`config.mk`:
```
export PLATFORM = sky130hd
export DESIGN_NAME = wakeup_issue_queue
export DESIGN_NICKNAME = d
export VERILOG_FILES = /design/src/rtl/wiq_pkg.sv /design/src/rtl/wiq_slot.sv /design/src/rtl/wiq_free_pick.sv /design/src/rtl/wiq_age_pick.sv /design/src/rtl/wakeup_issue_queue.sv
export SDC_FILE = /design/constraint.sdc
export NUM_CORES = 1
export LEC_CHECK = 0
export BUFFER_PORTS_ARGS = -buffer_cell sky130_fd_sc_hd__buf_2
export CORE_ASPECT_RATIO = 0.6
export CORE_MARGIN = 1
export CORE_UTILIZATION = 40
export DETAILED_ROUTE_END_ITERATION = 12
export HOLD_SLACK_MARGIN = 0.12
export PLACE_DENSITY_LB_ADDON = 0.08
export SLEW_MARGIN = 10
export SYNTH_ARGS = -nofsm -noshare
export SYNTH_HDL_FRONTEND = slang
export SYNTH_SLANG_ARGS = --single-unit
```
`constraint.sdc`:
```
create_clock -name clk -period 4.9 [get_ports clk]
set_input_delay 0.735 -clock clk [delete_from_list [all_inputs] [get_ports clk]]
set_output_delay 0.735 -clock clk [all_outputs]
set_load 0.02 [all_outputs]
```
`src/rtl/wiq_pkg.sv`:
```
package wiq_pkg;
   localparam int NUM_SRC = 2;
   typedef enum logic {SRC_A = 1'b0, SRC_B = 1'b1} src_sel_e;
endpackage

```
`src/rtl/wiq_slot.sv`:
```
module wiq_slot
   import wiq_pkg::*;
#(
   parameter int OPC_W  = 4,
   parameter int TAG_W  = 3,
   parameter int DATA_W = 8
) (
   input  logic                             clk,
   input  logic                             rst_n,
   input  logic                             flush_i,
   input  logic                             load_i,
   input  logic [OPC_W-1:0]                 ld_opc_i,
   input  logic [TAG_W-1:0]                 ld_dst_i,
   input  logic [NUM_SRC-1:0][DATA_W-1:0]   ld_opnd_i,
   input  logic [NUM_SRC-1:0]               ld_rdy_i,
   input  logic                             bc_valid_i,
   input  logic [TAG_W-1:0]                 bc_tag_i,
   input  logic [DATA_W-1:0]                bc_data_i,
   input  logic                             issue_i,
   output logic                             busy_o,
   output logic                             ready_o,
   output logic [OPC_W-1:0]                 opc_o,
   output logic [TAG_W-1:0]                 dst_o,
   output logic [NUM_SRC-1:0][DATA_W-1:0]   opnd_o
);
   logic                           busy_q;
   logic [NUM_SRC-1:0]             have_q;
   logic [OPC_W-1:0]               opc_q;
   logic [TAG_W-1:0]               dst_q;
   logic [NUM_SRC-1:0][DATA_W-1:0] opnd_q;
   logic [NUM_SRC-1:0]             hit_ld;
   logic [NUM_SRC-1:0]             hit_wait;

   always_comb begin
      for (int s = 0; s < NUM_SRC; s++) begin
         hit_ld[s]   = bc_valid_i && !ld_rdy_i[s] &&
                       (ld_opnd_i[s][TAG_W-1:0] == bc_tag_i);
         hit_wait[s] = bc_valid_i && busy_q && !have_q[s] &&
                       (opnd_q[s][TAG_W-1:0] == bc_tag_i);
      end
   end

   always_ff @(posedge clk) begin
      if (!rst_n) begin
         busy_q <= 1'b0;
         have_q <= '0;
         opc_q  <= '0;
         dst_q  <= '0;
         opnd_q <= '0;
      end else if (flush_i) begin
         busy_q <= 1'b0;
         have_q <= '0;
      end else if (load_i) begin
         busy_q <= 1'b1;
         opc_q  <= ld_opc_i;
         dst_q  <= ld_dst_i;
         for (int s = 0; s < NUM_SRC; s++) begin
            if (hit_ld[s]) begin
               opnd_q[s] <= bc_data_i;
               have_q[s] <= 1'b1;
            end else begin
               opnd_q[s] <= ld_opnd_i[s];
               have_q[s] <= ld_rdy_i[s];
            end
         end
      end else begin
         if (issue_i) begin
            busy_q <= 1'b0;
         end
         for (int s = 0; s < NUM_SRC; s++) begin
            if (hit_wait[s]) begin
               opnd_q[s] <= bc_data_i;
               have_q[s] <= 1'b1;
            end
         end
      end
   end

   assign busy_o  = busy_q;
   assign ready_o = busy_q && (&have_q);
   assign opc_o   = opc_q;
   assign dst_o   = dst_q;
   assign opnd_o  = opnd_q;

   // the picker may only grant a slot whose operands are both present
   p_grant_ready_r7: assert property (@(posedge clk) disable iff (!rst_n)
      issue_i |-> (busy_q && (&have_q)));

   // a grant must never coincide with loading the same slot
   p_no_load_issue_r10: assert property (@(posedge clk) disable iff (!rst_n)
      !(issue_i && load_i));

   for (genvar s = 0; s < NUM_SRC; s++) begin : g_src_chk
      // a matching broadcast is written into a waiting field
      p_wake_capture_r3: assert property (@(posedge clk) disable iff (!rst_n)
         (hit_wait[s] && !flush_i && !load_i) |=>
            (have_q[s] && opnd_q[s] == $past(bc_data_i)));
      // same-cycle broadcast is taken by the incoming entry
      p_load_bypass_r5: assert property (@(posedge clk) disable iff (!rst_n)
         (load_i && hit_ld[s] && !flush_i) |=>
            (have_q[s] && opnd_q[s] == $past(bc_data_i)));
   end
endmodule

```
`src/rtl/wiq_free_pick.sv`:
```
module wiq_free_pick #(
   parameter int DEPTH = 4
) (
   input  logic [DEPTH-1:0] busy_i,
   output logic [DEPTH-1:0] free_oh_o,
   output logic             full_o
);
   always_comb begin
      free_oh_o = '0;
      for (int i = DEPTH-1; i >= 0; i--) begin
         if (!busy_i[i]) begin
            free_oh_o = '0;
            free_oh_o[i] = 1'b1;
         end
      end
   end

   assign full_o = &busy_i;
endmodule

```
`src/rtl/wiq_age_pick.sv`:
```
module wiq_age_pick #(
   parameter int DEPTH = 4
) (
   input  logic             clk,
   input  logic             rst_n,
   input  logic [DEPTH-1:0] alloc_i,
   input  logic [DEPTH-1:0] busy_i,
   input  logic [DEPTH-1:0] rdy_i,
   output logic [DEPTH-1:0] grant_o
);
   // older_q[j][i] set: entry j was dispatched before entry i
   logic [DEPTH-1:0][DEPTH-1:0] older_q;

   always_ff @(posedge clk) begin
      if (!rst_n) begin
         older_q <= '0;
      end else begin
         for (int k = 0; k < DEPTH; k++) begin
            if (alloc_i[k]) begin
               for (int j = 0; j < DEPTH; j++) begin
                  older_q[k][j] <= 1'b0;
                  if (j != k) begin
                     older_q[j][k] <= busy_i[j];
                  end
               end
            end
         end
      end
   end

   for (genvar i = 0; i < DEPTH; i++) begin : g_pick
      logic blocked;
      always_comb begin
         blocked = 1'b0;
         for (int j = 0; j < DEPTH; j++) begin
            if (j != i && rdy_i[j] && older_q[j][i]) begin
               blocked = 1'b1;
            end
         end
      end
      assign grant_o[i] = rdy_i[i] && !blocked;
   end

   // at most one entry leaves per cycle
   p_grant_onehot_r7: assert property (@(posedge clk) disable iff (!rst_n)
      $onehot0(grant_o));
   // some ready entry is always chosen
   p_grant_live_r7: assert property (@(posedge clk) disable iff (!rst_n)
      (|rdy_i) |-> (|grant_o));
   // allocation targets one entry at a time
   p_alloc_single_r8: assert property (@(posedge clk) disable iff (!rst_n)
      $onehot0(alloc_i));
endmodule

```
`src/rtl/wakeup_issue_queue.sv`:
```
module wakeup_issue_queue
   import wiq_pkg::*;
#(
   parameter int DEPTH  = 4,
   parameter int OPC_W  = 4,
   parameter int TAG_W  = 3,
   parameter int DATA_W = 8
) (
   input  logic              clk,
   input  logic              rst_n,
   input  logic              flush_i,
   input  logic              disp_valid_i,
   input  logic [OPC_W-1:0]  disp_opc_i,
   input  logic [TAG_W-1:0]  disp_dst_i,
   input  logic [DATA_W-1:0] disp_a_i,
   input  logic              disp_a_rdy_i,
   input  logic [DATA_W-1:0] disp_b_i,
   input  logic              disp_b_rdy_i,
   output logic              full_o,
   input  logic              bc_valid_i,
   input  logic [TAG_W-1:0]  bc_tag_i,
   input  logic [DATA_W-1:0] bc_data_i,
   output logic              iss_valid_o,
   output logic [OPC_W-1:0]  iss_opc_o,
   output logic [TAG_W-1:0]  iss_dst_o,
   output logic [DATA_W-1:0] iss_a_o,
   output logic [DATA_W-1:0] iss_b_o
);
   if (DEPTH < 2) begin : g_bad_depth
      $error("wakeup_issue_queue: DEPTH must be at least 2");
   end
   if (TAG_W > DATA_W) begin : g_bad_tag
      $error("wakeup_issue_queue: a tag must fit in an operand field");
   end
   if (OPC_W < 1) begin : g_bad_opc
      $error("wakeup_issue_queue: OPC_W must be positive");
   end

   logic [DEPTH-1:0]               busy;
   logic [DEPTH-1:0]               rdy;
   logic [DEPTH-1:0]               grant;
   logic [DEPTH-1:0]               free_oh;
   logic [DEPTH-1:0]               alloc;
   logic                           accept;
   logic [NUM_SRC-1:0][DATA_W-1:0] ld_opnd;
   logic [NUM_SRC-1:0]             ld_rdy;
   logic [OPC_W-1:0]               s_opc  [DEPTH];
   logic [TAG_W-1:0]               s_dst  [DEPTH];
   logic [NUM_SRC-1:0][DATA_W-1:0] s_opnd [DEPTH];

   assign ld_opnd[SRC_A] = disp_a_i;
   assign ld_opnd[SRC_B] = disp_b_i;
   assign ld_rdy[SRC_A]  = disp_a_rdy_i;
   assign ld_rdy[SRC_B]  = disp_b_rdy_i;

   wiq_free_pick #(.DEPTH(DEPTH)) u_free (
      .busy_i    (busy),
      .free_oh_o (free_oh),
      .full_o    (full_o)
   );

   assign accept = disp_valid_i && !full_o && !flush_i;
   assign alloc  = accept ? free_oh : '0;

   for (genvar i = 0; i < DEPTH; i++) begin : g_slot
      wiq_slot #(.OPC_W(OPC_W), .TAG_W(TAG_W), .DATA_W(DATA_W)) u_slot (
         .clk        (clk),
         .rst_n      (rst_n),
         .flush_i    (flush_i),
         .load_i     (alloc[i]),
         .ld_opc_i   (disp_opc_i),
         .ld_dst_i   (disp_dst_i),
         .ld_opnd_i  (ld_opnd),
         .ld_rdy_i   (ld_rdy),
         .bc_valid_i (bc_valid_i),
         .bc_tag_i   (bc_tag_i),
         .bc_data_i  (bc_data_i),
         .issue_i    (grant[i]),
         .busy_o     (busy[i]),
         .ready_o    (rdy[i]),
         .opc_o      (s_opc[i]),
         .dst_o      (s_dst[i]),
         .opnd_o     (s_opnd[i])
      );
   end

   wiq_age_pick #(.DEPTH(DEPTH)) u_age (
      .clk     (clk),
      .rst_n   (rst_n),
      .alloc_i (alloc),
      .busy_i  (busy),
      .rdy_i   (rdy),
      .grant_o (grant)
   );

   always_comb begin
      iss_opc_o = '0;
      iss_dst_o = '0;
      iss_a_o   = '0;
      iss_b_o   = '0;
      for (int i = 0; i < DEPTH; i++) begin
         if (grant[i]) begin
            iss_opc_o = iss_opc_o | s_opc[i];
            iss_dst_o = iss_dst_o | s_dst[i];
            iss_a_o   = iss_a_o   | s_opnd[i][SRC_A];
            iss_b_o   = iss_b_o   | s_opnd[i][SRC_B];
         end
      end
   end
   assign iss_valid_o = |grant;

   // a flush leaves nothing to issue and frees every entry
   p_flush_empties_r9: assert property (@(posedge clk) disable iff (!rst_n)
      flush_i |=> (!iss_valid_o && !full_o));
   // the chosen free entry is really free
   p_alloc_free_r8: assert property (@(posedge clk) disable iff (!rst_n)
      (alloc & busy) == '0);
   // a full queue that issues nothing stays full
   p_full_holds_r8: assert property (@(posedge clk) disable iff (!rst_n)
      (full_o && !iss_valid_o && !flush_i) |=> full_o);
   // a fully-ready dispatch into an empty queue issues next cycle
   p_ready_issue_r2: assert property (@(posedge clk) disable iff (!rst_n)
      (accept && disp_a_rdy_i && disp_b_rdy_i && busy == '0) |=> iss_valid_o);
endmodule

```
; Word-level counts from Yosys, hierarchy flattened
; Index checks and enable logic that the tools add are counted.
[op_classes]
mux = 80
reduce_logical = 102
n_bitwise = 14
eq_ne = 10
[ops]
columns = operator, count
row1 = $mux W8, 18
row2 = $mux W16, 4
row3 = $or A8 B8 Y8, 6
row4 = $logic_and A1 B1 Y1, 46
row5 = $mux W4, 11
row6 = $mux W1, 38
row7 = $reduce_bool A2 Y1, 18
row8 = $reduce_and A2 Y1, 16
row9 = $eq A3 B3 Y1, 10
row10 = $logic_not A1 Y1, 16
row11 = $mux W3, 4
row12 = $or A4 B4 Y4, 3
row13 = $or A3 B3 Y3, 3
row14 = $mux W2, 4
row15 = $reduce_or A2 Y1, 4
row16 = $mux W5, 1
row17 = $reduce_and A4 Y1, 1
row18 = $reduce_or A4 Y1, 1
row19 = $not A1 Y1, 2
[totals]
inputBits = 41
wordCells = 246
reg_bits = 116

; Depth between registers and ports, before layout
[depth]
ltp_word = 15
depth_mapped = 7
mapped_depth_nobuf = 4

; Modules after synthesis
; A second synthesis with hierarchy kept.
[hier_totals]
hier_cells = 691
hier_area_um2 = 6396.1
[modules_own_cells]
columns = module, seq_area_each_um2, cells_per_inst, instances, area_per_inst_um2
row1 = wiq_slot, 520.5, 136, 4, 1325.0
row2 = wiq_age_pick, 240.2, 59, 1, 545.5
row3 = wakeup_issue_queue, 0.0, 83, 1, 511.7
row4 = wiq_free_pick, 0.0, 5, 1, 38.8

; Worst setup path after synthesis
; OpenSTA, ideal clock, no wires.
[synth_timing]
kind = register -> output
startpoint = register g_slot[2].u_slot.busy_q
endpoint = output iss_b_o[1]
slack_ns = 2.347
arrival_time_ns = 1.818
path_buffers = 2
required_ns = 4.165
path_stages_with_launch = 7
path_cell_list = dfxtp_1 > clkbuf_1 > and3_1 > a2111oi_2 > clkbuf_1 > a222oi_1 > nand2_1
[synth_between]
elab_chain_len = 13
elab_cells_between_ends = 23
[synth_rtl]
columns = item, line_no
row1 = "start, declared", wiq_slot.sv:26  ; logic busy_q;
row2 = "start signal, assigned", wiq_slot.sv:45  ; busy_q <= 1'b0;
row3 = "start signal, assigned", wiq_slot.sv:51  ; busy_q <= 1'b0;
row4 = "start signal, assigned", wiq_slot.sv:54  ; busy_q <= 1'b1;
row5 = $logic_and A1 B1 Y1 (*), wiq_slot.sv:80  ; assign ready_o = busy_q && (&have_q);
row6 = $logic_and A1 B1 Y1, wiq_age_pick.sv:36  ; if (j != i && rdy_i[j] && older_q[j][i]) begin
row7 = $mux W1 (2 in series), wiq_age_pick.sv:36
row8 = $logic_not A1 Y1, wiq_age_pick.sv:41  ; assign grant_o[i] = rdy_i[i] && !blocked;
row9 = $logic_and A1 B1 Y1, wiq_age_pick.sv:41
row10 = $mux W8, wakeup_issue_queue.sv:102  ; if (grant[i]) begin
row11 = $or A8 B8 Y8, wakeup_issue_queue.sv:106  ; iss_b_o = iss_b_o | s_opnd[i][SRC_B];
row12 = $mux W8, wakeup_issue_queue.sv:102
row13 = $or A8 B8 Y8, wakeup_issue_queue.sv:106
row14 = $mux W8, wakeup_issue_queue.sv:102
row15 = $or A8 B8 Y8, wakeup_issue_queue.sv:106
row16 = $mux W8 (*), wakeup_issue_queue.sv:102
row17 = "end, declared", wakeup_issue_queue.sv:27  ; output logic [DATA_W-1:0] iss_b_o
; Every way passes the cells marked *; elsewhere a longest branch is shown, timed or not.

; Final worst setup path
[layout_timing]
startpoint = register g_slot[2].u_slot.busy_q
endpoint = output iss_b_o[3]
; The elaborated chain is that of the path after synthesis.

==> out/results.ini <==
[route]
firstDrtPassIters = 6
vias_per_cell = 6.31
detail_route.wl_per_cell_um = 22.7
detailroute.via_count = 6011
drc = 0
first_iter_violations = 695
routed_wl_mm = 21.6
antenna_violating_nets_post_route = 0

[synthesis]
async_reset_ff_share_pct = 0
synthTopCellsByArea = dfxtp_1 38%, nand2_1 7.4%, mux2i_1 4.9%
biggest_area_consumer_among_synthesized_cells = dfxtp_1
synth_cell_types = 53
synth_nets = 747
synth_seq_area_share_pct = 37.6
top_flip_flop_cell_by_instance_count_after_synthesis = dfxtp_1
ys_warn_count = 0
synth.avg_cell_area_um2 = 8.74
synthDominantCellAreaShare_pct = 37.6
synthesized_area_um2 = 6170
synthesized_flop_and_latch_total = 116
post_synth_edffs = 0
synth_cells = 706

[floorplan]
die-width_um = 162
design.core.area_um2 = 14800
number_of_standard_cell_rows_in_the_floorplan = 34
die_area_um2 = 15900
boundaryPins = 66
initial_core_util_pct = 41.8
height_of_the_chip_um = 98.2

[run_status]
status = complete, no violations

[timing]
final-hold-violation-count = 0
finalSetupViolCount = 0
min_period_over_period_pct = 78.5
maxClockFrequency_mhz = 260
worst_clock_skew_ns = 0.00900
finalWorstPathRequiredPeriod_ns = 3.84
rsz0062_at_grt = false
hold_ws_ns = 0.463
slew_violations = 0
slew-limit-headroom_pct = 11.6
setup-tns-final_ns = 0
worst_pin_slew_ns = 1.33

[setup_path]
crit_path_start_kind = register
crit_chain = and3_1, and4_1, a222oi_1, nand2_1, buf_2
worst-endpoint-required_ns = 4.16
timing.critical_path.to_type = primary output
critical_path.top_delay_family = simple AND/OR/NAND/NOR gates
crit_path_top_delay_cell = and4_1
timing.critical_path.arrival_ns = 3.11
path_class = reg2out
cpPeakStageDelay_ns = 1.14
cp_max_fo = 24
critPathBufInv = 1

[grt]
globalRouteTotalUtil_pct = 27.8
first_global_vias = 5724
antenna_found_initial = 0
grt_start_max_net_pins = 64
grt_remaining_overflow = 0
grt_first_pass_wirelength_mm = 33.6

[clock_network]
clockBufferDepth = 2
cts_resized = 0
tritoncts = yes
clock_insertion_delay_worst_skew_ns = 0.42
clock_sinks = 116
cts.root.buffer_cell = clkbuf_16
ctsHoldBuffers = 0
tritoncts.num_buffers = 17
clock_pin_slew_on_the_worst_setup_and_hold_paths_ns = 0.05
post_cts_setup_buffers = 0
htreeDepth = 4

[finish]
final_layout_size_suffix_gt1_share_pct = 19.9
num_antenna_cells = 0
area_growth_pct = 17.7
fin_nets = 782

[worst_hold_path]
hold_class = reg2reg

[power_and_ir_drop]
vdd_drop_max_mv = 0.185
finalPower_mw = 2.52
p_per_area_nw_per_um2 = 347
static_leakage_nw = 2.87

[placed_design]
globalplace.congestion = 0.957
place.port_buffers = 65
place.detailed.hpwl_mm = 14.2

[job]
max_cap_viol_count = 0

[where the power goes]
part	internal, mW	leakage (nW)	switching, mW
registers	0.960	0.939	0.0129
clock network	0.870	0.304	0.492
logic	0.0609	1.63	0.121
total	1.89	2.87	0.626
[cell usage after synthesis, types with 2 or more instances]
master and instances:
nand2_1 122, dfxtp_1 116, o21ai_0 51, a21oi_1 40, clkbuf_1 40, a21boi_0 39
mux2i_1 30, a222oi_1 23, nand3_1 22, xor2_1 20, a31oi_1 18, buf_2 17
o31ai_1 16, and3_1 9, nand4_1 9, o221a_2 9, a211oi_1 8, nand3b_1 8
nand4bb_1 8, o311a_1 8, o31a_1 8, nor3_1 7, nor4_1 7, and4_1 6
nor2_1 6, xnor2_1 6, buf_6 5, nand2b_1 5, nor2b_1 4, or2_2 4
xor2_2 4, nor4_2 3, a2111oi_2 2, buf_1 2, o41ai_1 2, o41ai_2 2
o41ai_4 2, or3b_1 2, or4_4 2
[per-stage QoR]
stage / setup slack, ns / instance area, um^2 / utilization (%) / instances
after floorplan: 2.35 / 6170 / - / 706
after global placement: 1.70 / 6620 / 44.9 / 920
after detailed placement: 1.57 / 6620 / 44.9 / 920
after CTS: 1.11 / 7260 / 49.2 / 952
after global routing: 0.891 / 7260 / 49.2 / 952
final: 1.06 / 7260 / 49.2 / 952
[tightest hold or removal path, cell delays in order (launching register included)]
cell      delay [ns]
dfxtp_1         0.31
nand2_1         0.05
a21boi_0        0.06
[cell families after synthesis]
group / Yosys count / share of synthesized area (%)
AOI/OAI and AO/OA: 233 / 28.1
xor gates and xnor gates: 30 / 4.75
buffers and inverters: 65 / 4.91
DFF: 116 / 37.6
muxes: 30 / 4.87
and+or+nand+nor: 232 / 19.7
[flip-flops by register name, summed over array words and instances, names as in the netlist]
name,count
g_slot.u_slot.have_q,8
g_slot.u_slot.opnd_o,64
g_slot.u_slot.opc_o,16
g_slot.u_slot.busy_o,4
g_slot.u_slot.dst_o,12
u_age.older_q,12
[metal layers]
metal,track usage [%],part of all wire (%),up-vias
met5,0,0,-
met4,8.71,1.3,0
met3,5.82,8.9,27
met2,38.6,41,318
met1,41.9,49,2936
li1,-,-,2730
[cells in the final DEF (no fill, tap or decap), types with 5 or more instances in the layout]
cell       netlist  routed
a211oi_1         8       8
a21boi_0        39      39
a21oi_1         40      40
a222oi_1        23      23
a31oi_1         18      18
and3_1           9       9
and4_1           6       6
buf_2           17      65
buf_4            0      15
clkbuf_16        0      17
dfxtp_1        116     116
mux2i_1         30      30
nand2_1        122     122
nand2b_1         5       5
nand3_1         22      22
nand3b_1         8       8
nand4_1          9       9
nand4bb_1        8       8
nor3_1           7       7
nor4_1           7       7
o21ai_0         51      51
o221a_2          9       9
o311a_1          8       8
o31a_1           8       8
o31ai_1         16      16
xnor2_1          6       6
xor2_1          20      20
[final cells by class]
cell class / instances / area, um^2
inverters: 1 / 3.75
flip-flops and latches: 116 / 2320
clock inverters: 14 / 200
repair buffers: 80 / 438
fillers: 1343 / 7500
multi-input cells: 525 / 3610
well taps: 198 / 248
clock buffers: 18 / 439
[path summary, 6_finish.rpt]
path	startpoint	slack, ns	to	cells after the start
setup / recovery	g_slot[2].u_slot.busy_o$_SDFFE_PP0P_	1.06	iss_b_o[3]	5
hold / removal	g_slot[2].u_slot.dst_o[2]$_SDFFE_PN0P_	0.46	g_slot[2].u_slot.dst_o[2]$_SDFFE_PN0P_	2
setup reg to reg	g_slot[1].u_slot.busy_o$_SDFFE_PP0P_	2.34	g_slot[1].u_slot.busy_o$_SDFFE_PP0P_	5
hold reg to reg	g_slot[2].u_slot.dst_o[2]$_SDFFE_PN0P_	0.46	g_slot[2].u_slot.dst_o[2]$_SDFFE_PN0P_	2
Power figures use the tool's default switching activity.
